### src/rtl/stream_compactor.sv
module stream_compactor #(
  parameter int N = 8,
  parameter int W = 16,
  localparam int CW = $clog2(N + 1),
  localparam int IW = (N > 1) ? $clog2(N) : 1
) (
  input  logic           clk,
  input  logic           rst_n,
  input  logic           load,
  input  logic           match_mode,
  input  logic [W-1:0]   key,
  input  logic [N*W-1:0] din,
  output logic [N*W-1:0] dout,
  output logic [CW-1:0]  count,
  output logic           valid
);

  typedef enum logic [1:0] {IDLE, SCAN, PACK, DONE} state_t;

  state_t        st;
  logic [W-1:0]  elem [N];
  logic [N-1:0]  keep, keep_in;
  logic [CW-1:0] pos  [N];
  logic [CW-1:0] run;
  logic [IW-1:0] idx;
  logic [N*W-1:0] packed_v;

  for (genvar i = 0; i < N; i++) begin : g_flag
    assign keep_in[i] = match_mode ? (din[i*W +: W] == key) : din[i*W];
  end

  always_comb begin
    packed_v = '0;
    for (int j = 0; j < N; j++)
      for (int i = 0; i < N; i++)
        if (keep[i] && pos[i] == CW'(j))
          packed_v[j*W +: W] = elem[i];
  end

  always_ff @(posedge clk or negedge rst_n) begin
    if (!rst_n) begin
      st    <= IDLE;
      keep  <= '0;
      run   <= '0;
      idx   <= '0;
      dout  <= '0;
      count <= '0;
      for (int i = 0; i < N; i++) begin
        elem[i] <= '0;
        pos[i]  <= '0;
      end
    end else begin
      case (st)
        IDLE: if (load) begin
          for (int i = 0; i < N; i++) elem[i] <= din[i*W +: W];
          keep <= keep_in;
          run  <= '0;
          idx  <= '0;
          st   <= SCAN;
        end
        SCAN: begin
          pos[idx] <= run;
          run      <= run + CW'(keep[idx]);
          if (idx == IW'(N - 1)) st <= PACK;
          else idx <= idx + 1'b1;
        end
        PACK: begin
          dout  <= packed_v;
          count <= run;
          st    <= DONE;
        end
        default: st <= IDLE;
      endcase
    end
  end

  assign valid = (st == DONE);

  assert_pulse_R6: assert property (@(posedge clk) disable iff (!rst_n)
    valid |=> !valid);

  assert_count_R4: assert property (@(posedge clk) disable iff (!rst_n)
    valid |-> (count <= CW'(N)) && (count == CW'($countones(keep))));

  assert_busy_drop_R7: assert property (@(posedge clk) disable iff (!rst_n)
    (load && st != IDLE) |=> $stable(keep));

  assert_hold_R7: assert property (@(posedge clk) disable iff (!rst_n)
    (st == SCAN) |=> $stable(dout) && $stable(count));

  for (genvar j = 0; j < N; j++) begin : g_chk
    assert_zero_tail_R5: assert property (@(posedge clk) disable iff (!rst_n)
      (valid && count <= CW'(j)) |-> (dout[j*W +: W] == '0));
    if (j > 0) begin : g_ord
      assert_prefix_R3: assert property (@(posedge clk) disable iff (!rst_n)
        valid |-> pos[j] == pos[j-1] + CW'(keep[j-1]));
    end
  end

endmodule

### config.mk
export PLATFORM = sky130hd
export DESIGN_NAME = stream_compactor
export DESIGN_NICKNAME = d
export VERILOG_FILES = /design/src/rtl/stream_compactor.sv
export SDC_FILE = /design/constraint.sdc
export NUM_CORES = 1
export LEC_CHECK = 0
export BUFFER_PORTS_ARGS = -buffer_cell sky130_fd_sc_hd__clkbuf_2
export CAP_MARGIN = 20
export CORE_MARGIN = 10
export CORE_UTILIZATION = 35
export CTS_CLUSTER_DIAMETER = 200
export DETAILED_ROUTE_END_ITERATION = 8
export PLACE_DENSITY = 0.55
export SLEW_MARGIN = 20
export SYNTH_ARGS = -nofsm -noshare
export SYNTH_HDL_FRONTEND = slang
export SYNTH_SLANG_ARGS = --single-unit
### constraint.sdc
create_clock -name clk -period 2.6 [get_ports clk]
set_clock_uncertainty 0.2 [all_clocks]
set_input_delay 0.13 -clock clk [delete_from_list [all_inputs] [get_ports clk]]
set_output_delay 0.13 -clock clk [all_outputs]
set_load 0.01 [all_outputs]
==> Flow_metrics.wiki <==
{| class="wikitable"
! Metric !! Value
|-
| Post-detailed-route via-to-cell ratio || 7.00
|-
| Antenna violations before repair || 15
|-
| Initial DRC Count || 5515
|-
| Power density over the cells || between 1000 and 1500 nW/um^2
|-
| Aggregate global routing overflow || 0
|-
| Shortest clock period the worst path allows after layout || 2.61 ns
|-
| Crit-path max FO || 7
|-
| Vias in the first global route || 28300
|-
| Post-synthesis async set-or-reset flop share || 1.00
|-
| Root Buffer || clkbuf_16
|-
| Final HPWL DP || ~120000 um
|-
| CP Data Required Time || just under 3 ns
|-
| Synth cell types || 80
|-
| FILL cells || 6427
|-
| Fin. Hold Viols || 0
|-
| Type of the worst setup path || reg2reg
|-
| Most area-hungry cell type in the Yosys netlist || dfrtp_1
|-
| Run status || finished, violations left
|-
| Nets in the synthesized netlist || approximately 3100
|-
| Top_reg_cell synth || dfrtp_1
|-
| RSZ-0062 raised after global routing || no
|-
| Arrival time reported for the critical path endpoint || 2.94 ns
|-
| TritonCTS clock tree || built
|-
| Number of synthesized flops with an enable pin || 0
|-
| YS warnings || 0
|-
| Max-cap violation count || 0
|-
| Finish-stage setup viols || 2
|-
| Routability Congestion || around 1.1
|-
| Count of clock tree sinks || slightly above 300
|-
| Drc violations || 29
|-
| Number of iterations in the first detailed-routing pass || 9
|-
| Min-delay worst type || in2async
|-
| FP Rows || 94
|-
| Sequential Area || ~7700 um^2
|-
| IO Count || about 280
|-
| Count leader, synth || nand2_1
|-
| Max-slew headroom at the worst pin || 0.105
|-
| Top cell type's share of synthesized area || 0.331
|-
| Post-Synthesis Mean Instance Area || about 8 um^2
|-
| Die area || about 78000 um^2
|-
| Share of the cycle needed by the critical path after routing || 1.01
|-
| Clock latency at the later pin of the worst-skew pair || 0.63 ns
|-
| Number of buffers between clock root and the deepest sink || 3
|-
| Leakage power summed over all cells || around 13 nW
|-
| Setup Slack @ Placement || -0.248 ns
|-
| Width of the die || around 280 um
|-
| Post-synthesis cell count || between 2000 and 3000
|-
| Port Buf Inserts || 280
|-
| Net count reported at finish || ~3600
|-
| # H-tree levels || 2
|-
| Highest ir drop seen on vdd || 1.01 mV
|-
| Count of state elements after synthesis || between 300 and 400
|-
| Most used standard cells in the synthesized netlist || nand2_1 (464), dfrtp_1 (309), clkbuf_1 (266)
|-
| Register-to-register path setup slack || -0.01 ns
|-
| Worst Hold Slack || 0.0247 ns
|-
| CTS Buf Count || 42
|-
| Combined area of all synthesized cells || 23400 um^2
|-
| Vias || 30300
|-
| Max Freq || between 300 and 400 MHz
|-
| Worst Setup Start Kind || flop
|-
| Violated checks || design-rule violations, negative setup slack
|-
| Relative area change from synthesis to final layout || 32.3%
|-
| Floorplan Core Area || 66000 um^2
|-
| Routed len/inst || between 30 and 40 um
|-
| Overall die height || about 280 um
|-
| Total routing resource utilization after global routing || 0.420
|-
| Starting utilization of the core area || 0.355
|-
| Leading post-synthesis cells by cell area || dfrtp_1 (33%), nand2_1 (7.4%), o211ai_1 (6.3%)
|-
| Number of max-slew violations in the final report || 0
|-
| Wire length of the first global-routing pass || around 230000 um
|-
| Footprint of the multi-input gates || between 10000 and 15000 um^2
|-
| Worst Setup End Kind || flop
|-
| Slew @ Worst Pin || about 1.3 ns
|-
| Clock-pin slew of the registers on the worst-case setup and hold paths || about 0.070 ns
|-
| Proportion of layout cells with a drive suffix above 1 || 0.243
|-
| Minimum setup slack in the final design || -0.0137 ns
|-
| Post-synthesis sequential area ratio || 0.331
|-
| Remaining antenna violation count || 0
|-
| Total wire length || between 150000 and 200000 um
|-
| Pin count of the biggest net entering global routing || 80
|}
-- cell type report --
cell class              instances  area share
clock buffers                  53      0.0379
flip-flops and latches        309       0.250
multi-input cells            2257       0.461
diodes                         10    0.000808
repair buffers                798       0.205
inverters                      14     0.00170
clock inverters                20     0.00853
well taps                     864      0.0349
-- timing repair --
action	in CTS	in global routing
hold buffers	141	0
hold endpoints to repair	452	0
buffers inserted	5	10
gates resized for setup	16	27
setup endpoints to repair	21	36
gates cloned	2	5
pin swaps	5	20
-- layer usage --
metal	vias up	GRT usage	wire length, um
li1	12100	-	-
met1	14800	0.515	64000
met2	2635	0.582	67600
met3	650	0.207	26300
met4	20	0.242	12600
met5	-	0.0300	515
-- critical path: stages, from the launching register on --
cell and delay (ns):
dfrtp_2 0.45, nor3b_4 0.26, buf_12 0.17, nand3_1 0.14, o211ai_1 0.88, o211ai_1 0.21
a31oi_1 0.21
-- cells in the final DEF (no fill, tap or decap), drive strengths merged, types with 12 or more instances in the layout --
cell type,Yosys,routed
nor3,66,66
o311ai,22,22
a21o,33,33
o221ai,48,48
o31ai,19,19
and2,19,19
mux2,39,39
xnor2,18,18
o21ai,103,103
nor2b,14,14
and3,37,37
a21oi,138,138
a31oi,107,107
nand2,464,464
dfrtp,309,309
o22ai,70,70
a2bb2oi,13,13
a221oi,105,105
buf,109,371
or2,12,12
inv,13,17
dlygate4sd3,0,140
nand2b,34,34
o2111ai,23,23
nor3b,18,18
o21a,23,23
xor2,110,110
nor2,79,79
clkbuf,269,338
o211ai,196,196
nand3b,12,12
nor4,25,25
a211oi,23,23
nand4,14,14
nand3,224,224
-- per-stage QoR --
stage | std cells | TNS (ns) | instance area (um^2) | utilization | power (mW)
3_3_place_gp | 4084 | -3.52 | 27700 | 0.420 | 27.9
3_5_place_dp | 4084 | -1.69 | 27700 | 0.420 | 28.0
2_1_floorplan | 2958 | 0 | 23400 | - | 16.7
5_1_grt | 4317 | 0 | 30900 | 0.469 | 36.2
6_report | 4325 | -0.0157 | 31000 | 0.469 | 36.0
4_1_cts | 4303 | 0 | 30700 | 0.465 | 34.4
-- power breakdown --
group          leakage, nW  internal (mW)  switching, mW  total, mW
clock network        0.704           3.61           2.60       6.22
logic                 8.52           6.08           10.8       16.9
registers             3.88           6.72           6.20       12.9
-- state kept, by name, indices dropped and copies added (netlist names) --
register / count
count: 4
dout: 128
elem: 128
idx: 3
keep: 8
pos: 32
run: 4
st: 2
-- cell families after synthesis --
family,after synthesis,share of synthesized area
muxes,44,0.0220
adders and majority gates,9,0.00481
buffers and inverters,392,0.0670
and+or+nand+nor,1044,0.212
xor gates and xnor gates,128,0.0479
DFF,309,0.331
AOI/OAI and AO/OA,1032,0.316
-- path summary, 6_finish.rpt --
check	start	end	cells past startpoint
setup reg to reg	pos[28]$_DFFE_PN0P_	dout[9]$_DFFE_PN0N_	6
setup / recovery	pos[28]$_DFFE_PN0P_	dout[9]$_DFFE_PN0N_	6
hold / removal	rst_n	dout[8]$_DFFE_PN0N_	3
max in group asynchronous	rst_n	pos[25]$_DFFE_PN0P_	3
min in group clk	key[6]	keep[2]$_DFFE_PN0P_	5
hold reg to reg	elem[9]$_DFFE_PN0P_	elem[9]$_DFFE_PN0P_	2
No activity file was read; power rests on OpenSTA's default activity.
